[config.mk]
export PLATFORM = sky130hd
export DESIGN_NAME = subarray_act_gate
export DESIGN_NICKNAME = d
export VERILOG_FILES = /design/src/rtl/sag_pkg.sv /design/src/rtl/sag_down_ctr.sv /design/src/rtl/sag_twr_sel.sv /design/src/rtl/sag_open_track.sv /design/src/rtl/subarray_act_gate.sv
export SDC_FILE = /design/constraint.sdc
export NUM_CORES = 1
export LEC_CHECK = 0
export BUFFER_PORTS_ARGS = -buffer_cell sky130_fd_sc_hd__buf_2
export CORE_UTILIZATION = 54
export DETAILED_ROUTE_END_ITERATION = 10
export PLACE_DENSITY = 0.76
export SYNTH_ARGS = -nofsm -noshare
export SYNTH_HDL_FRONTEND = slang
export SYNTH_SLANG_ARGS = --single-unit
[constraint.sdc]
create_clock -name clk -period 5 [get_ports clk]
set_input_delay 0.75 -clock clk [delete_from_list [all_inputs] [get_ports clk]]
set_output_delay 0.75 -clock clk [all_outputs]
set_load 0.005 [all_outputs]
[src/rtl/sag_pkg.sv]
package sag_pkg;

    typedef enum logic [1:0] {
        CMD_ACT = 2'd0,
        CMD_RD  = 2'd1,
        CMD_WR  = 2'd2,
        CMD_PRE = 2'd3
    } sag_cmd_e;

    typedef struct packed {
        logic act;
        logic rd;
        logic wr;
        logic pre;
    } sag_dec_t;

    function automatic sag_dec_t sag_decode(input logic vld, input logic [1:0] kind);
        sag_dec_t d;
        d.act = vld && (kind == CMD_ACT);
        d.rd  = vld && (kind == CMD_RD);
        d.wr  = vld && (kind == CMD_WR);
        d.pre = vld && (kind == CMD_PRE);
        return d;
    endfunction

    // A delay of D cycles loads D-1; a zero delay behaves as one cycle.
    function automatic int unsigned sag_span(input int unsigned d);
        return (d == 0) ? 0 : d - 1;
    endfunction

endpackage

[src/rtl/sag_down_ctr.sv]
module sag_down_ctr #(
    parameter int W = 10
) (
    input  logic         clk,
    input  logic         rst,
    input  logic         ld,
    input  logic         ld_max,
    input  logic [W-1:0] ld_val,
    output logic [W-1:0] cnt,
    output logic [W-1:0] cnt_nxt
);
    logic [W-1:0] dec;

    always_comb begin
        dec = (cnt == '0) ? '0 : cnt - W'(1);
        if (ld) begin
            cnt_nxt = (ld_max && (dec > ld_val)) ? dec : ld_val;
        end else begin
            cnt_nxt = dec;
        end
    end

    always_ff @(posedge clk) begin
        if (rst) cnt <= '0;
        else     cnt <= cnt_nxt;
    end
endmodule

[src/rtl/sag_twr_sel.sv]
module sag_twr_sel #(
    parameter int T_W = 8
) (
    input  logic           clk,
    input  logic           rst,
    input  logic           sample,
    input  logic           hot_in,
    input  logic [T_W-1:0] twr_cold,
    input  logic [T_W-1:0] twr_hot,
    output logic           hot_q,
    output logic [T_W-1:0] twr_eff
);
    always_ff @(posedge clk) begin
        if (rst)         hot_q <= 1'b0;
        else if (sample) hot_q <= hot_in;
    end

    assign twr_eff = hot_q ? twr_hot : twr_cold;
endmodule

[src/rtl/sag_open_track.sv]
module sag_open_track
    import sag_pkg::*;
#(
    parameter int NUM_SA = 2,
    parameter int SA_W   = 1
) (
    input  logic              clk,
    input  logic              rst,
    input  sag_dec_t          dec,
    input  logic [SA_W-1:0]   cmd_sa,
    output logic              open_vld,
    output logic [SA_W-1:0]   open_sa,
    output logic              wrote,
    output logic              vld_nxt,
    output logic [SA_W-1:0]   sa_nxt,
    output logic              wrote_nxt,
    output logic [NUM_SA-1:0] open_vec
);
    always_comb begin
        vld_nxt   = open_vld;
        sa_nxt    = open_sa;
        wrote_nxt = wrote;
        if (dec.act) begin
            vld_nxt   = 1'b1;
            sa_nxt    = cmd_sa;
            wrote_nxt = 1'b0;
        end else if (dec.wr) begin
            wrote_nxt = 1'b1;
        end else if (dec.pre) begin
            vld_nxt   = 1'b0;
            wrote_nxt = 1'b0;
        end
    end

    always_ff @(posedge clk) begin
        if (rst) begin
            open_vld <= 1'b0;
            open_sa  <= '0;
            wrote    <= 1'b0;
        end else begin
            open_vld <= vld_nxt;
            open_sa  <= sa_nxt;
            wrote    <= wrote_nxt;
        end
    end

    for (genvar i = 0; i < NUM_SA; i++) begin : g_vec
        assign open_vec[i] = open_vld && (open_sa == SA_W'(i));
    end
endmodule

[src/rtl/subarray_act_gate.sv]
module subarray_act_gate
    import sag_pkg::*;
#(
    parameter int NUM_SA = 2,
    parameter int T_W    = 8,
    localparam int SA_W  = (NUM_SA > 1) ? $clog2(NUM_SA) : 1
) (
    input  logic            clk,
    input  logic            rst,
    input  logic            cmd_valid,
    input  logic [1:0]      cmd_type,
    input  logic [SA_W-1:0] cmd_sa,
    input  logic [SA_W-1:0] cand_sa,
    input  logic            temp_sample,
    input  logic            temp_hot,
    input  logic [T_W-1:0]  cfg_tras,
    input  logic [T_W-1:0]  cfg_trp,
    input  logic [T_W-1:0]  cfg_trcd,
    input  logic [T_W-1:0]  cfg_wl,
    input  logic [T_W-1:0]  cfg_twa,
    input  logic [T_W-1:0]  cfg_twr_cold,
    input  logic [T_W-1:0]  cfg_twr_hot,
    output logic            act_ok
);
    localparam int CNT_W = T_W + 2;

    sag_dec_t          dec;
    logic              open_vld, wrote, vld_nxt, wrote_nxt;
    logic [SA_W-1:0]   open_sa, sa_nxt;
    logic [NUM_SA-1:0] open_vec;
    logic              hot_q;
    logic [T_W-1:0]    twr_eff;

    logic [CNT_W-1:0]  ras_ld, salp_ld, same_act_ld, same_wr_ld, rp_ld, same_ld;
    logic [CNT_W-1:0]  ras_cnt, ras_nxt, salp_cnt, salp_nxt;
    logic [CNT_W-1:0]  same_cnt, same_nxt, rp_cnt, rp_nxt;
    logic              allow_nxt;

    assign dec = sag_decode(cmd_valid, cmd_type);

    always_comb begin
        ras_ld      = CNT_W'(sag_span(32'(cfg_tras)));
        salp_ld     = CNT_W'(sag_span(32'(cfg_trcd) + 32'(cfg_wl) + 32'(cfg_twa) + 32'd4));
        same_act_ld = CNT_W'(sag_span(32'(cfg_tras) + 32'(cfg_trp)));
        same_wr_ld  = CNT_W'(sag_span(32'(twr_eff) + 32'(cfg_trp)));
        rp_ld       = CNT_W'(sag_span(32'(cfg_trp)));
        same_ld     = dec.wr ? same_wr_ld : same_act_ld;
    end

    sag_twr_sel #(.T_W(T_W)) u_twr (
        .clk(clk), .rst(rst), .sample(temp_sample), .hot_in(temp_hot),
        .twr_cold(cfg_twr_cold), .twr_hot(cfg_twr_hot),
        .hot_q(hot_q), .twr_eff(twr_eff)
    );

    sag_open_track #(.NUM_SA(NUM_SA), .SA_W(SA_W)) u_trk (
        .clk(clk), .rst(rst), .dec(dec), .cmd_sa(cmd_sa),
        .open_vld(open_vld), .open_sa(open_sa), .wrote(wrote),
        .vld_nxt(vld_nxt), .sa_nxt(sa_nxt), .wrote_nxt(wrote_nxt),
        .open_vec(open_vec)
    );

    sag_down_ctr #(.W(CNT_W)) u_ras (
        .clk(clk), .rst(rst), .ld(dec.act), .ld_max(1'b0), .ld_val(ras_ld),
        .cnt(ras_cnt), .cnt_nxt(ras_nxt)
    );

    sag_down_ctr #(.W(CNT_W)) u_salp (
        .clk(clk), .rst(rst), .ld(dec.act), .ld_max(1'b0), .ld_val(salp_ld),
        .cnt(salp_cnt), .cnt_nxt(salp_nxt)
    );

    sag_down_ctr #(.W(CNT_W)) u_same (
        .clk(clk), .rst(rst), .ld(dec.act | dec.wr), .ld_max(dec.wr), .ld_val(same_ld),
        .cnt(same_cnt), .cnt_nxt(same_nxt)
    );

    sag_down_ctr #(.W(CNT_W)) u_rp (
        .clk(clk), .rst(rst), .ld(dec.pre), .ld_max(1'b0), .ld_val(rp_ld),
        .cnt(rp_cnt), .cnt_nxt(rp_nxt)
    );

    always_comb begin
        if (!vld_nxt)               allow_nxt = (rp_nxt == '0);
        else if (cand_sa == sa_nxt) allow_nxt = (same_nxt == '0);
        else if (wrote_nxt)         allow_nxt = (salp_nxt == '0);
        else                        allow_nxt = (ras_nxt == '0);
    end

    always_ff @(posedge clk) begin
        if (rst) act_ok <= 1'b0;
        else     act_ok <= allow_nxt;
    end
endmodule

# [Yosys cells after proc, flatten, opt, wreduce, memory -nomap -nowiden]
# Cells that the tools add are included.
[op_classes] addsub=14 magnitude_cmp=1 n_eq_ne=3 muxes=26 bitwise=1 n_reduce_logical=18
[op_table] cell="2-to-1 mux 10 bit" n=15
[op_table] cell="zero test 32 bit" n=3
[op_table] cell="zero test 10 bit" n=8
[op_table] cell="subtractor 10 x 1 -> 10 bit, second input constant" n=5
[op_table] cell="adder 8 x 8 -> 9 bit" n=3
[op_table] cell="subtractor 9 x 1 -> 10 bit, second input constant" n=2
[op_table] cell="subtractor 8 x 1 -> 9 bit, second input constant" n=2
[op_table] cell="zero test 8 bit" n=2
[op_table] cell="adder 10 x 3 -> 11 bit, second input constant" n=1
[op_table] cell="adder 9 x 8 -> 10 bit" n=1
[op_table] cell="> comparator 10 bit" n=1
[op_table] cell="2-to-1 mux 1 bit" n=10
[op_table] cell="2-to-1 mux 8 bit" n=1
[op_table] cell="== test 2 bit, second input constant" n=2
[op_table] cell="logical AND 1 bit" n=4
[op_table] cell="zero test 2 bit" n=1
[op_table] cell="== test 1 bit" n=1
[op_table] cell="OR 1 bit" n=1
[word_totals] regBits=45 output_inout_bits=1 elab_cells=72

# [Longest topological paths before layout]
# Gate-level depths: netlist of the first run.
[depth] depth_word=12 mapped_depth=24 ltp_nobuf=22

# [Cells and area by module]
# A second synthesis of the first run with hierarchy kept.
[hier_totals] cells_unflattened=857 area_unflattened_um2=6774.0
[modules_own_cells] module="sag_down_ctr at u_ras ..." n_inst=3 cells_each=126 area_each_um2=1063.5 seq_area_each_um2=200.2
[modules_own_cells] module="subarray_act_gate" n_inst=1 cells_each=327 area_each_um2=2311.0 seq_area_each_um2=20.0
[modules_own_cells] module="sag_down_ctr at u_salp" n_inst=1 cells_each=124 area_each_um2=952.2 seq_area_each_um2=200.2
[modules_own_cells] module="sag_twr_sel" n_inst=1 cells_each=12 area_each_um2=165.2 seq_area_each_um2=20.0
[modules_own_cells] module="sag_open_track" n_inst=1 cells_each=16 area_each_um2=155.1 seq_area_each_um2=60.1

# [Worst setup path after synthesis of the first run]
# OpenSTA, ideal clock, no wires.
[synth_timing] kind="input -> register" startpoint="input port cfg_twr_hot[0]" endpoint="register u_same.cnt[0]" setup_ns=0.128 arrival_ns=5.047 setup_slack_ns=-0.175 path_stages=22 n_path_buf=3 path_cell_list="mux2_2 ha_1 inv_1 fa_1 xor2_1 and3_1 clkbuf_1 o21ai_0 or4_1 o31ai_1 inv_1 ha_1 or4_1 a21oi_1 o21ai_0 a21oi_1 o31a_1 clkbuf_1 clkbuf_1 nor2_1 a21oi_1 nor2_1"
[synth_between] elab_chain_cells=9 elab_cells_between_ends=10
[synth_rtl] item="from (decl)" line="subarray_act_gate.sv:22" source="input logic [T_W-1:0] cfg_twr_hot,"
[synth_rtl] item="2-to-1 mux 8 bit *" line="sag_twr_sel.sv:18" source="assign twr_eff = hot_q ? twr_hot : twr_cold;"
[synth_rtl] item="adder 8 x 8 -> 9 bit *" line="subarray_act_gate.sv:45" source="same_wr_ld = CNT_W'(sag_span(32'(twr_eff) + 32'(cfg_trp)));"
[synth_rtl] item="subtractor 9 x 1 -> 10 bit or zero test 32 bit (tied branches)" line="sag_pkg.sv:28" source="return (d == 0) ? 0 : d - 1;"
[synth_rtl] item="2-to-1 mux 10 bit *" line="sag_pkg.sv:28"
[synth_rtl] item="2-to-1 mux 10 bit *" line="subarray_act_gate.sv:47" source="same_ld = dec.wr ? same_wr_ld : same_act_ld;"
[synth_rtl] item="> comparator 10 bit" line="sag_down_ctr.sv:17" source="cnt_nxt = (ld_max && (dec > ld_val)) ? dec : ld_val;"
[synth_rtl] item="logical AND 1 bit" line="sag_down_ctr.sv:17"
[synth_rtl] item="2-to-1 mux 10 bit *" line="sag_down_ctr.sv:17"
[synth_rtl] item="2-to-1 mux 10 bit *" line="sag_down_ctr.sv:16" source="if (ld) begin"
[synth_rtl] item="to (signal assigned)" line="sag_down_ctr.sv:25" source="else cnt <= cnt_nxt;"
[synth_rtl] item="to (decl)" line="sag_down_ctr.sv:9" source="output logic [W-1:0] cnt,"
# Every way passes the cells marked *; elsewhere a longest branch is shown, timed or not.
# A chain may end at the register's enable or synchronous reset.

# [Worst setup path in the final report of the first run]
[layout_timing] startpoint="input port cfg_twr_hot[0]" endpoint="register act_ok"
[layout_between] elab_chain_cells=12 elab_cells_between_ends=13
[layout_rtl] item="2-to-1 mux 8 bit *" line="sag_twr_sel.sv:18"
[layout_rtl] item="adder 8 x 8 -> 9 bit *" line="subarray_act_gate.sv:45"
[layout_rtl] item="subtractor 9 x 1 -> 10 bit or zero test 32 bit (tied branches)" line="sag_pkg.sv:28"
[layout_rtl] item="2-to-1 mux 10 bit *" line="sag_pkg.sv:28"
[layout_rtl] item="2-to-1 mux 10 bit *" line="subarray_act_gate.sv:47"
[layout_rtl] item="> comparator 10 bit" line="sag_down_ctr.sv:17"
[layout_rtl] item="logical AND 1 bit" line="sag_down_ctr.sv:17"
[layout_rtl] item="2-to-1 mux 10 bit *" line="sag_down_ctr.sv:17"
[layout_rtl] item="2-to-1 mux 10 bit *" line="sag_down_ctr.sv:16"
[layout_rtl] item="zero test 10 bit *" line="subarray_act_gate.sv:85" source="else if (cand_sa == sa_nxt) allow_nxt = (same_nxt == '0);"
[layout_rtl] item="2-to-1 mux 1 bit *" line="subarray_act_gate.sv:85"
[layout_rtl] item="2-to-1 mux 1 bit *" line="subarray_act_gate.sv:84" source="if (!vld_nxt) allow_nxt = (rp_nxt == '0);"
[layout_rtl] item="to (signal assigned)" line="subarray_act_gate.sv:92" source="else act_ok <= allow_nxt;"
[layout_rtl] item="to (decl)" line="subarray_act_gate.sv:23" source="output logic act_ok"
# Marks and branches as above.

==> results of run 1 <==
[kinds of logic (layout without fill, tap and decap cells)]
group	Yosys count	in the layout
adders and majority gates	62	62
AOI/OAI and AO/OA	158	158
DFF	45	45
xor gates and xnor gates	65	65
muxes	15	15
and+or+nand+nor	242	242
buffers and inverters	56	178
[sequential cells by signal, indices dropped and copies added (netlist names), 10 cells and up]
signal	cells
u_ras.cnt	10
u_rp.cnt	10
u_salp.cnt	10
u_same.cnt	10
[layout by cell type, fill, tap and decap left out, types with 6 or more instances in the layout]
master,netlist,routed
sky130_fd_sc_hd__nor2_1,86,85
sky130_fd_sc_hd__buf_4,0,67
sky130_fd_sc_hd__buf_2,6,65
sky130_fd_sc_hd__ha_1,51,49
sky130_fd_sc_hd__dfxtp_1,45,44
sky130_fd_sc_hd__xnor2_1,42,41
sky130_fd_sc_hd__inv_1,37,35
sky130_fd_sc_hd__nand2_1,34,34
sky130_fd_sc_hd__nor3_1,29,28
sky130_fd_sc_hd__a21oi_1,28,27
sky130_fd_sc_hd__xor2_1,23,22
sky130_fd_sc_hd__o21ai_0,19,17
sky130_fd_sc_hd__nand3_1,13,13
sky130_fd_sc_hd__nor2b_1,12,12
sky130_fd_sc_hd__a211oi_1,11,11
sky130_fd_sc_hd__o22a_1,11,11
sky130_fd_sc_hd__o22ai_1,10,10
sky130_fd_sc_hd__fa_1,11,10
sky130_fd_sc_hd__nor4_1,10,9
sky130_fd_sc_hd__mux2_2,8,8
sky130_fd_sc_hd__a21o_1,8,8
sky130_fd_sc_hd__o31ai_1,9,8
sky130_fd_sc_hd__a31oi_1,7,7
sky130_fd_sc_hd__nand4_1,6,6
sky130_fd_sc_hd__a2bb2oi_1,6,6
sky130_fd_sc_hd__clkbuf_8,1,6
[timing repair]
item                       4_1_cts  5_1_grt
setup endpoints to repair        1       11
hold buffers                     0        0
cloned                           0        0
gates resized for setup          1       27
pin swaps                        0       14
setup buffers                    0        5
[final cells by class]
| type | instances | area, um^2 |
|---|---|---|
| well taps | 111 | 139 |
| inverters | 37 | 139 |
| repair buffers | 133 | 840 |
| fillers | 790 | 2980 |
| multi-input cells | 542 | 4090 |
| clock inverters | 2 | 13.8 |
| clock buffers | 6 | 82.6 |
| flip-flops and latches | 45 | 905 |
[through the flow]
| step | hold slack (ns) | setup TNS [ns] | std cells |
|---|---|---|---|
| 5_1_grt | 0.572 | -0.0128 | 876 |
| 4_1_cts | 0.527 | 0 | 871 |
| 6_report | 0.527 | 0 | 876 |
| 3_5_place_dp | 0.511 | -1.28 | 863 |
| 3_3_place_gp | 0.493 | -0.0644 | 863 |
| 2_1_floorplan | 0.474 | 0 | 643 |
[layer usage]
layer	track usage [%]	share of wire [%]
met5	0	0
met4	4.07	1.2
met3	2.46	4.1
met2	49.7	49
met1	37.0	46
[worst reg2reg max path: cells and delay by family (launching register included)]
kind                     cells  cell delay [ns]
buffers and inverters        2             0.11
AO/OA/AOI/OAI               10             1.72
adder cells (fa/ha/maj)      3             0.58
multiplexers                 1             0.37
flip-flops                   1             0.40
AND/OR/NAND/NOR              5             1.50
[power groups by stage]
stage          Sequential [uW]  Clock (uW)  Combinational, uW
2_1_floorplan              577           0               1480
3_3_place_gp               600           0               1900
3_5_place_dp               609           0               1960
4_1_cts                    600         257               1970
5_1_grt                    619         274               2280
6_report                   601         248               2040
[worst paths after layout]
check / start / to / slack [ns] / cells past startpoint
worst min register to register: u_trk.open_sa$_SDFF_PP0_ / u_trk.open_sa$_SDFF_PP0_ / 0.53 / 2
worst min-delay path: u_trk.open_sa$_SDFF_PP0_ / u_trk.open_sa$_SDFF_PP0_ / 0.53 / 2
worst max-delay path: cfg_twr_hot[0] / act_ok$_SDFF_PP0_ / 0.18 / 22
worst max register to register: u_twr.hot_q$_SDFFE_PP0P_ / act_ok$_SDFF_PP0_ / 0.23 / 21
==> flow_summary_export.csv, run 1 <==
group,metric,value,unit
clocking,clkSlewWorstSetupHoldPaths,0.09,ns
die,design.core.area,9200,um^2
drt,vias_per_cell,5.86,
synth,synth_adder_area_share,16.8,%
synth,yosys-top-cells-count,"86 x sky130_fd_sc_hd__nor2_1, 51 x sky130_fd_sc_hd__ha_1, 45 x sky130_fd_sc_hd__dfxtp_1, 42 x sky130_fd_sc_hd__xnor2_1, 37 x sky130_fd_sc_hd__inv_1",
critical_path,worstPathArrival,5.04,ns
grt,first_global_vias,4880,
drt,ant_nets,0,
critical_path,crit_fanout,3,
drt,routed_wirelength,13500,um
synth,syn-num-nets,770,
power_and_ir_drop,seq_power_share,20.8,%
final_layout,final_design_area_no_fill,6210,um^2
grt,antenna_found_initial,0,
sta,tightest_slew,0.906,ns
drt,drcViolationCount,0,
synth,yosys_warnings,0,
synth,synthMostInstantiatedCell,"sky130_fd_sc_hd__nor2_1",
sta,final-setup-viol-count,0,
sta,slew_violations,0,
critical_path,cp-start-kind,"input port",
sta,tcrit_tclk_final,96.5,%
sta,post-route-min-period,4.82,ns
die,start_util,55.7,%
flow_run,max_cap_violations,0,
synth,syn-mean-instance-area,7.96,um^2
final_layout,insertedDiodeCount,0,
final_layout,layout-area-overhead-vs-synth,21.3,%
critical_path,timing.critical_path.to_type,"register",
drt,drt_pass1_iterations,5,
synth,ys_types,75,
power_and_ir_drop,p_total,2890,uW
die,die_area,9880,um^2
grt,first_pass_grt_wire_length,22500,um
critical_path,crit_family,"compound AO/OA/AOI/OAI gates",
synth,post-synth-top-area-cell,"sky130_fd_sc_hd__dfxtp_1",
synth,yosys_register_bits,45,
placed_design,final_hpwl_dp,10900,um
synth,share_of_the_synthesized_area_in_the_top_cell_type,17.6,%
critical_path,worstPathRequired,5.21,ns
clocking,clockBufferDepth,2,
power_and_ir_drop,p_sw_share,46.0,%
placed_design,detailed_place.area,5960,um^2
critical_path,crit_path_max_incr_delay,0.51,ns
drt,post_drt_wl_per_cell,15.4,um
clocking,cts_max_level,2,
synth,synthesis.instances,643,
status,outcome,"finished clean",
drt,via_count,5133,
power_and_ir_drop,switching_power,1330,uW
sta,setup_ws,0.177,ns
power_and_ir_drop,combPwrFrac,70.7,%
power_and_ir_drop,p_per_area,466,nW/um^2
power_and_ir_drop,power.leakage,0.00271,uW
synth,synth_edf_count,0,
synth,yosysSeqAreaShare,17.6,%
final_layout,finish.utilization,67.6,%
final_layout,final_net_count,891,
power_and_ir_drop,clock_power_share,8.6,%
die,die-height,99.4,um
synth,syn_area,5120,um^2
placed_design,gp_routability_congestion,0.929,
die,chip_width,99.4,um
synth,ys_async_sr_fraction,0,%
grt,grtUsageTotal,27.8,%
synth,synth-compound-area-share,22.9,%
synth,synthTopCellsByArea,"sky130_fd_sc_hd__dfxtp_1 18%, sky130_fd_sc_hd__ha_1 12%, sky130_fd_sc_hd__xnor2_1 7.2%",
synth,post_synth_top_flop,"sky130_fd_sc_hd__dfxtp_1",
grt,pin_count_of_the_biggest_net_entering_global_routing,46,
die,fp-row-count,35,
critical_path,critical_path.slowest_cell,"sky130_fd_sc_hd__or4_4",
sta,clock-skew-final,0.0107,ns
worst_hold_path,worstHoldPathType,"register to register",
synth,main_combinational_cell_family_by_area_after_synthesis,"simple AND/OR/NAND/NOR gates",
critical_path,crit_path_cell_chain,"buf_2, mux2_2, ha_4, inv_2, fa_2, nor2b_4, o211ai_1, a31oi_1, or2_4, or4_4, o31ai_4, inv_2, ha_2, or4_4, a21oi_2, o21ai_1, a21oi_1, o31a_1, o221a_2, nor3b_2, a31oi_1, o311ai_2",
synth,synth.mux.area_fraction,3.13,%
critical_path,critical_path_buf_inv_count,3,
sta,max_slew_margin,39.1,%
grt,grt_overflow_total,0,
clocking,cts_tree,"built",
sta,report.final.hold_viol_count,0,
synth,post_synth_xor_area_fraction,11.1,%
power_and_ir_drop,peakVddDrop,0.000299,V
sta,maxClockFrequency,207,MHz
die,top_level_ports,66,
final_layout,layout-drive-gt1-share,26.1,%
clocking,numCtsBuffers,5,
clocking,clock_insertion_delay_worst_skew,0.30,ns
placed_design,placement.io_buffers,65,
drt,drt_iter0_drc,250,
power_and_ir_drop,p_int,1560,uW
placed_design,dp_slack,-0.292,ns
clocking,cts_root_buffer,"sky130_fd_sc_hd__clkbuf_8",
clocking,cts_num_sinks,45,
critical_path,worstSetupPathType,"input port to register",
synth,yosys.area_share.simple,23.9,%
Power figures use the tool's default switching activity.
==> run 2: changes to the inputs <==
--- a/config.mk
+++ b/config.mk
@@ -5,10 +5,12 @@
 export SDC_FILE = /design/constraint.sdc
 export NUM_CORES = 1
 export LEC_CHECK = 0
-export BUFFER_PORTS_ARGS = -buffer_cell sky130_fd_sc_hd__buf_2
-export CORE_UTILIZATION = 54
+export ABC_AREA = 1
+export CORE_UTILIZATION = 61
+export CTS_BUF_LIST = sky130_fd_sc_hd__clkbuf_8
 export DETAILED_ROUTE_END_ITERATION = 10
-export PLACE_DENSITY = 0.76
+export DONT_BUFFER_PORTS = 1
+export PLACE_DENSITY = 0.78
 export SYNTH_ARGS = -nofsm -noshare
 export SYNTH_HDL_FRONTEND = slang
 export SYNTH_SLANG_ARGS = --single-unit
==> run 2 against run 1 <==
Net effect: die area decreased by 5.9%; setup slack improved by 0.31 ns; first-iteration DRC count increased by 43%; core utilization decreased by 1.9 points; critical path type is now register to register; cell area decreased by 8.3%; clock skew decreased by 0.0040 ns; non-clock buffer count decreased by 131; hold slack got worse by 0.0038 ns; sequential share of layout area increased by 1.3 points.
==> flow_summary_export.csv, run 2 <==
group,metric,value,unit
drt,drt_pass1_iterations,5,
critical_path,reg2reg_from,"u_twr.hot_q$_SDFFE_PP0P_",
final_layout,final_net_count,1005,
final_layout,most_frequent_standard_cell_in_the_layout_excluding_fill_and_tap_cells,"sky130_fd_sc_hd__nand2_1",
clocking,clockBufferDepth,2,
critical_path,timing.critical_path.to_type,"register",
drt,vias_per_cell,5.47,
drt,ant_nets,0,
synth,syn_area,5440,um^2
placed_design,placement.io_buffers,0,
power_and_ir_drop,peakVddDrop,0.000363,V
drt,post_drt_wl_per_cell,13.5,um
final_layout,layout-drive-gt1-share,7.17,%
drt,routed_wirelength,13400,um
final_layout,final_cell_mix,"239 x sky130_fd_sc_hd__nand2_1, 139 x sky130_fd_sc_hd__inv_1, 104 x sky130_fd_sc_hd__nor2_1",
final_layout,finish.cell_count_without_fillers,987,
die,chip_width,96.4,um
synth,syn-mean-instance-area,6.20,um^2
sta,final-setup-viol-count,0,
grt,first_global_vias,4752,
grt,pin_count_of_the_biggest_net_entering_global_routing,45,
synth,post-synth-top-area-cell,"sky130_fd_sc_hd__dfxtp_1",
placed_design,placedCellCount,979,
clocking,cts_tree,"built",
worst_hold_path,worstHoldPathType,"input port to register",
drt,drt_iter0_drc,358,
synth,ys_async_sr_fraction,0,%
synth,ys_types,42,
clocking,cts_root_buffer,"sky130_fd_sc_hd__clkbuf_8",
final_layout,layout.filler_cells,849,
critical_path,r2r-end,"act_ok$_SDFF_PP0_",
drt,routed-wl-met3,834,um
drt,via_count,5396,
flow_run,max_cap_violations,0,
sta,rsz0062_at_grt,"false",
clocking,clkSlewWorstSetupHoldPaths,0.09,ns
sta,final.hold.worst_slack,0.523,ns
grt,grt_overflow_total,0,
clocking,clock_insertion_delay_worst_skew,0.30,ns
placed_design,gp_routability_congestion,0.896,
die,design.core.area,8680,um^2
synth,synthTopCellsByArea,"sky130_fd_sc_hd__dfxtp_1 17%, sky130_fd_sc_hd__nand2_1 16%, sky130_fd_sc_hd__ha_1 12%",
power_and_ir_drop,power.leakage,0.00310,uW
synth,yosys_warnings,0,
synth,share_of_the_synthesized_area_in_the_top_cell_type,16.6,%
sta,report.final.hold_viol_count,0,
sta,tightest_slew,0.706,ns
sta,slew_violations,0,
synth,synthMostInstantiatedCell,"sky130_fd_sc_hd__nand2_1",
die,die_area,9300,um^2
sta,tcrit_tclk_final,90.3,%
critical_path,cp-start-kind,"register",
sta,setup_tns,0,ns
worst_hold_path,worstHoldPathCells,1,
clocking,cts_num_sinks,45,
synth,synthesis.instances,877,
final_layout,layout-area-overhead-vs-synth,4.72,%
synth,yosys_register_bits,45,
grt,grtUsageTotal,29.7,%
clocking,post-cts-setup-buffer-count,0,
critical_path,worstSetupPathType,"register to register",
critical_path,regToRegSetupSlack,0.49,ns
critical_path,reg2reg_depth,25,
worst_hold_path,min-delay-start,"rst",
sta,maxClockFrequency,222,MHz
clocking,cts_max_level,2,
grt,antenna_found_initial,0,
drt,maxUsedRoutingLayer,"met4",
clocking,cts_hold_repair.buffers,0,
synth,synth_edf_count,0,
critical_path,worstPathArrival,4.70,ns
synth,yosys-top-cells-count,"239 x sky130_fd_sc_hd__nand2_1, 139 x sky130_fd_sc_hd__inv_1, 104 x sky130_fd_sc_hd__nor2_1, 78 x sky130_fd_sc_hd__nand3_1, 51 x sky130_fd_sc_hd__ha_1",
grt,first_pass_grt_wire_length,21300,um
drt,met2RoutedLength,5840,um
die,top_level_ports,66,
drt,met1_length,5920,um
sta,clock-skew-final,0.00665,ns
synth,yosysSeqAreaShare,16.6,%
die,die-height,96.4,um
status,outcome,"finished clean",
drt,drcViolationCount,0,
die,fp-row-count,34,
placed_design,final_hpwl_dp,11300,um
final_layout,insertedDiodeCount,0,
sta,max_slew_margin,52.9,%
synth,syn-num-nets,1004,
power_and_ir_drop,p_per_area,457,nW/um^2
critical_path,crit_fanout,10,
die,start_util,62.7,%
synth,post_synth_top_flop,"sky130_fd_sc_hd__dfxtp_1",
clocking,numCtsBuffers,5,
critical_path,worstPathRequired,5.19,ns
worst_hold_path,whs_endpoint,"u_same.cnt[9]$_SDFF_PP0_",
sta,post-route-min-period,4.51,ns
## run 2: metal layers
layer  vias to the layer above  track usage (%)
met5                         -                0
met4                         0             16.1
met3                        38             4.07
met2                       163             46.0
met1                      2412             39.9
li1                       2783                -
## run 2: cell type report
cell class	count	area [um^2]	share of cell area [%]
clock buffers	5	68.8	1.21
clock inverters	3	68.8	1.21
inverters	150	563	9.89
multi-input cells	674	3940	69.2
flip-flops and latches	45	902	15.8
well taps	108	135	2.37
repair buffers	2	15.0	0.264
## run 2: logic make-up (layout without fill, tap and decap cells)
logic type               after synthesis  in the layout  share of synthesized area, %
multiplexers                           8              8                          1.63
adder cells (fa/ha/maj)               62             62                          15.8
AO/OA/AOI/OAI                         63             63                          6.93
buffers and inverters                158            160                          11.0
XOR/XNOR                              46             46                          7.41
AND/OR/NAND/NOR                      495            495                          40.7
flip-flops                            45             45                          16.6
## run 2: critical path: stages, from the launching register on
cell                       delay (ns)
sky130_fd_sc_hd__dfxtp_2         0.44
sky130_fd_sc_hd__mux2_2          0.36
sky130_fd_sc_hd__ha_1            0.37
sky130_fd_sc_hd__a21oi_1         0.32
sky130_fd_sc_hd__o21ai_0         0.14
sky130_fd_sc_hd__a21oi_1         0.31
sky130_fd_sc_hd__nand3_1         0.15
sky130_fd_sc_hd__inv_1           0.12
sky130_fd_sc_hd__nand2_4         0.09
sky130_fd_sc_hd__nand3_1         0.13
sky130_fd_sc_hd__and2_1          0.14
sky130_fd_sc_hd__ha_1            0.23
sky130_fd_sc_hd__a21oi_1         0.13
sky130_fd_sc_hd__nor2_1          0.06
sky130_fd_sc_hd__a211oi_1        0.19
sky130_fd_sc_hd__o211ai_1        0.13
sky130_fd_sc_hd__a21oi_1         0.23
sky130_fd_sc_hd__clkinv_1        0.29
sky130_fd_sc_hd__nand2_1         0.14
sky130_fd_sc_hd__nand2_1         0.08
sky130_fd_sc_hd__nand2_1         0.07
sky130_fd_sc_hd__nor2_1          0.04
sky130_fd_sc_hd__nand3_1         0.07
sky130_fd_sc_hd__nand2_1         0.05
sky130_fd_sc_hd__nand2_1         0.06
sky130_fd_sc_hd__nand2_1         0.05
## run 2: report_power, final
group	internal (uW)	switching (uW)
sequential	482	93.2
clock	201	125
combinational	664	1040
total	1350	1250
## run 2: through the flow
step / total power (uW) / utilization, % / instance area, um^2 / setup slack [ns]
2_1_floorplan: 1950 / - / 5440 / 0.914
3_3_place_gp: 2210 / 64.0 / 5560 / 0.489
3_5_place_dp: 2260 / 64.0 / 5560 / 0.360
4_1_cts: 2600 / 65.6 / 5690 / 0.410
5_1_grt: 2900 / 65.6 / 5690 / 0.0923
6_report: 2600 / 65.6 / 5690 / 0.487
## run 2: what timing repair did
item                                   4_1_cts  5_1_grt
endpoints found under the hold margin        0        0
setup endpoints to repair                    0        1
gates resized for setup                      0        1
## run 2: how the worst max path moves through the flow
| stage | from | end | slack, ns | cells past startpoint |
|---|---|---|---|---|
| after CTS | u_twr.hot_q$_SDFFE_PP0P_ | act_ok$_SDFF_PP0_ | 0.41 | 25 |
| after global placement | cfg_twr_hot[0] | act_ok$_SDFF_PP0_ | 0.49 | 28 |
| final | u_twr.hot_q$_SDFFE_PP0P_ | act_ok$_SDFF_PP0_ | 0.49 | 25 |
| after floorplan | cfg_twr_hot[0] | act_ok$_SDFF_PP0_ | 0.91 | 27 |
| after global routing | u_twr.hot_q$_SDFFE_PP0P_ | act_ok$_SDFF_PP0_ | 0.09 | 27 |
| after detailed placement | cfg_twr_hot[5] | act_ok$_SDFF_PP0_ | 0.36 | 25 |
==> run 3: changes to the inputs <==
--- a/config.mk
+++ b/config.mk
@@ -6,11 +6,13 @@
 export NUM_CORES = 1
 export LEC_CHECK = 0
 export ABC_AREA = 1
-export CORE_UTILIZATION = 61
+export CELL_PAD_IN_SITES_DETAIL_PLACEMENT = 1
+export CELL_PAD_IN_SITES_GLOBAL_PLACEMENT = 2
+export CORE_UTILIZATION = 32
 export CTS_BUF_LIST = sky130_fd_sc_hd__clkbuf_8
 export DETAILED_ROUTE_END_ITERATION = 10
 export DONT_BUFFER_PORTS = 1
-export PLACE_DENSITY = 0.78
+export PLACE_DENSITY = 0.76
 export SYNTH_ARGS = -nofsm -noshare
 export SYNTH_HDL_FRONTEND = slang
 export SYNTH_SLANG_ARGS = --single-unit
==> run 3 against run 2 <==
Net effect: via count decreased by 0.74%; routed wire length increased by 24%; sequential power increased by 0.7%; combinational power about the same; critical path type unchanged; largest cell class unchanged; largest power group unchanged; power decreased by 2.0%; global-route usage decreased by 9.8 points; cell count increased by 11%; non-clock buffer count unchanged; clock skew increased by 0.0078 ns.
==> flow_summary_export.csv, run 3 (synthesized netlist as in run 2, its figures left out) <==
group,metric,value,unit
sta,setup_tns,0,ns
clocking,cts_root_buffer,"sky130_fd_sc_hd__clkbuf_8",
status,outcome,"finished clean",
clocking,clock_insertion_delay_worst_skew,0.33,ns
power_and_ir_drop,clock_power_share,9.3,%
drt,ant_nets,0,
sta,clock-skew-final,0.0145,ns
final_layout,layout-drive-gt1-share,7.05,%
clocking,clkSlewWorstSetupHoldPaths,0.10,ns
power_and_ir_drop,power.leakage,0.00308,uW
critical_path,cp-start-kind,"register",
grt,grt_overflow_total,0,
critical_path,reg2reg_depth,27,
clocking,numCtsBuffers,5,
placed_design,dp_slack,0.163,ns
power_and_ir_drop,p_int,1240,uW
worst_hold_path,worstHoldPathType,"input port to register",
drt,vias_per_cell,4.87,
clocking,cts_num_sinks,45,
sta,max_slew_margin,62.4,%
placed_design,gp_routability_congestion,0.834,
die,die_area,17500,um^2
sta,tcrit_tclk_final,88.8,%
sta,slew_violations,0,
die,fp-row-count,47,
drt,drt_pass1_iterations,4,
critical_path,worstPathArrival,4.72,ns
final_layout,insertedDiodeCount,0,
grt,first_global_vias,5730,
placed_design,detailed_place.area,5700,um^2
critical_path,crit_fanout,10,
sta,tightest_slew,0.563,ns
power_and_ir_drop,seq_power_share,22.7,%
critical_path,reg2reg_from,"u_twr.hot_q$_SDFFE_PP0P_",
critical_path,timing.critical_path.to_type,"register",
clocking,cts_max_level,2,
sta,maxClockFrequency,225,MHz
final_layout,most_frequent_standard_cell_in_the_layout_excluding_fill_and_tap_cells,"sky130_fd_sc_hd__nand2_1",
sta,report.final.hold_viol_count,0,
final_layout,final_cell_mix,"239 x sky130_fd_sc_hd__nand2_1, 142 x sky130_fd_sc_hd__inv_1, 104 x sky130_fd_sc_hd__nor2_1",
clocking,cts_tree,"built",
placed_design,placement.io_buffers,0,
drt,routed_wirelength,16600,um
power_and_ir_drop,switching_power,1310,uW
power_and_ir_drop,p_total,2550,uW
critical_path,worstSetupEndpoint,"act_ok$_SDFF_PP0_",
drt,drcViolationCount,0,
placed_design,final_hpwl_dp,14100,um
worst_hold_path,min-delay-start,"rst",
die,die-height,132,um
final_layout,final_net_count,1005,
sta,rsz0062_at_grt,"false",
die,chip_width,132,um
grt,pin_count_of_the_biggest_net_entering_global_routing,45,
grt,antenna_found_initial,0,
die,design.core.area,16600,um^2
sta,final-setup-viol-count,0,
final_layout,layout.filler_cells,2233,
sta,final.hold.worst_slack,0.491,ns
grt,first_pass_grt_wire_length,27900,um
critical_path,r2r-end,"act_ok$_SDFF_PP0_",
die,start_util,32.8,%
sta,post-route-min-period,4.44,ns
power_and_ir_drop,peakVddDrop,0.000220,V
drt,post_drt_wl_per_cell,15.1,um
die,top_level_ports,66,
drt,via_count,5356,
worst_hold_path,worstHoldPathCells,1,
clocking,clockBufferDepth,2,
critical_path,worstPathRequired,5.28,ns
sta,setup_ws,0.560,ns
power_and_ir_drop,p_sw_share,51.4,%
critical_path,regToRegSetupSlack,0.56,ns
flow_run,max_cap_violations,0,
power_and_ir_drop,p_per_area,441,nW/um^2
final_layout,layout-area-overhead-vs-synth,6.30,%
drt,drt_iter0_drc,163,
power_and_ir_drop,combPwrFrac,68.0,%
clocking,cts_hold_repair.buffers,0,
final_layout,final_design_area_no_fill,5780,um^2
grt,grtUsageTotal,19.9,%
critical_path,startpoint,"u_twr.hot_q$_SDFFE_PP0P_",
critical_path,worstSetupPathType,"register to register",
## run 3: cell types whose count changed in the layout (fill, tap and decap cells not counted), sizes merged
cell	change
inv	+3
bufinv	-2
clkinv	-1
## run 3: timing repair
action,CTS,global route
hold endpoints to repair,0,0
setup buffers,0,0
gates resized for setup,0,3
endpoints found under the setup margin,0,1
## run 3: power by group through the flow
stage	logic (uW)	clock network (uW)	registers, uW
3_3_place_gp	1690	0	580
6_report	1730	236	579
2_1_floorplan	1390	0	561
4_1_cts	1760	252	579
3_5_place_dp	1750	0	587
5_1_grt	2010	261	595
## run 3: per-layer routing
layer	vias up	global-route usage [%]	routed length, um
li1	2773	-	-
met1	2530	23.4	7400
met2	36	37.3	8470
met3	17	2.69	404
met4	0	5.81	312
met5	-	0	0
## run 3: through the flow
step | utilization [%] | cells
2_1_floorplan | - | 877
3_3_place_gp | 34.3 | 1091
3_5_place_dp | 34.3 | 1091
4_1_cts | 34.8 | 1099
5_1_grt | 34.9 | 1099
6_report | 34.9 | 1099
## run 3: worst min path at each step
| stage | endpoint | slack [ns] |
|---|---|---|
| after floorplan | u_trk.open_sa$_SDFF_PP0_ | 0.48 |
| after global placement | u_trk.open_sa$_SDFF_PP0_ | 0.51 |
| after detailed placement | u_trk.open_sa$_SDFF_PP0_ | 0.52 |
| after CTS | u_same.cnt[0]$_SDFF_PP0_ | 0.46 |
| after global routing | u_trk.wrote$_SDFF_PP0_ | 0.47 |
| final | u_same.cnt[0]$_SDFF_PP0_ | 0.49 |
## run 3: layout make-up
class / count / area [um^2] / share of cell area (%)
clock buffer: 5 / 68.8 / 1.19
timing repair buffer: 2 / 15.0 / 0.260
tap: 220 / 275 / 4.76
multi-input combinational: 674 / 3950 / 68.2
sequential: 45 / 902 / 15.6
inverter: 150 / 563 / 9.74
clock inverter: 3 / 11.3 / 0.195
## run 3: worst max-delay path, cell delays in order (launching register included)
cell	delay [ns]
sky130_fd_sc_hd__dfxtp_2	0.45
sky130_fd_sc_hd__mux2_2	0.21
sky130_fd_sc_hd__ha_1	0.20
sky130_fd_sc_hd__inv_1	0.07
sky130_fd_sc_hd__fa_1	0.54
sky130_fd_sc_hd__nand2_1	0.09
sky130_fd_sc_hd__nor2_1	0.11
sky130_fd_sc_hd__nand3_1	0.14
sky130_fd_sc_hd__nor2_1	0.25
sky130_fd_sc_hd__xor2_1	0.20
sky130_fd_sc_hd__nand3_1	0.13
sky130_fd_sc_hd__and2_1	0.20
sky130_fd_sc_hd__ha_1	0.30
sky130_fd_sc_hd__nand2_1	0.07
sky130_fd_sc_hd__nor3_1	0.22
sky130_fd_sc_hd__nand3_1	0.10
sky130_fd_sc_hd__nand2_1	0.07
sky130_fd_sc_hd__inv_1	0.05
sky130_fd_sc_hd__a21oi_2	0.17
sky130_fd_sc_hd__buf_4	0.20
sky130_fd_sc_hd__nand3_1	0.09
sky130_fd_sc_hd__nand2_1	0.09
sky130_fd_sc_hd__nand2_1	0.06
sky130_fd_sc_hd__nor2_1	0.11
sky130_fd_sc_hd__nand3_1	0.10
sky130_fd_sc_hd__nand2_1	0.06
sky130_fd_sc_hd__nand2_1	0.04
sky130_fd_sc_hd__nand2_1	0.05
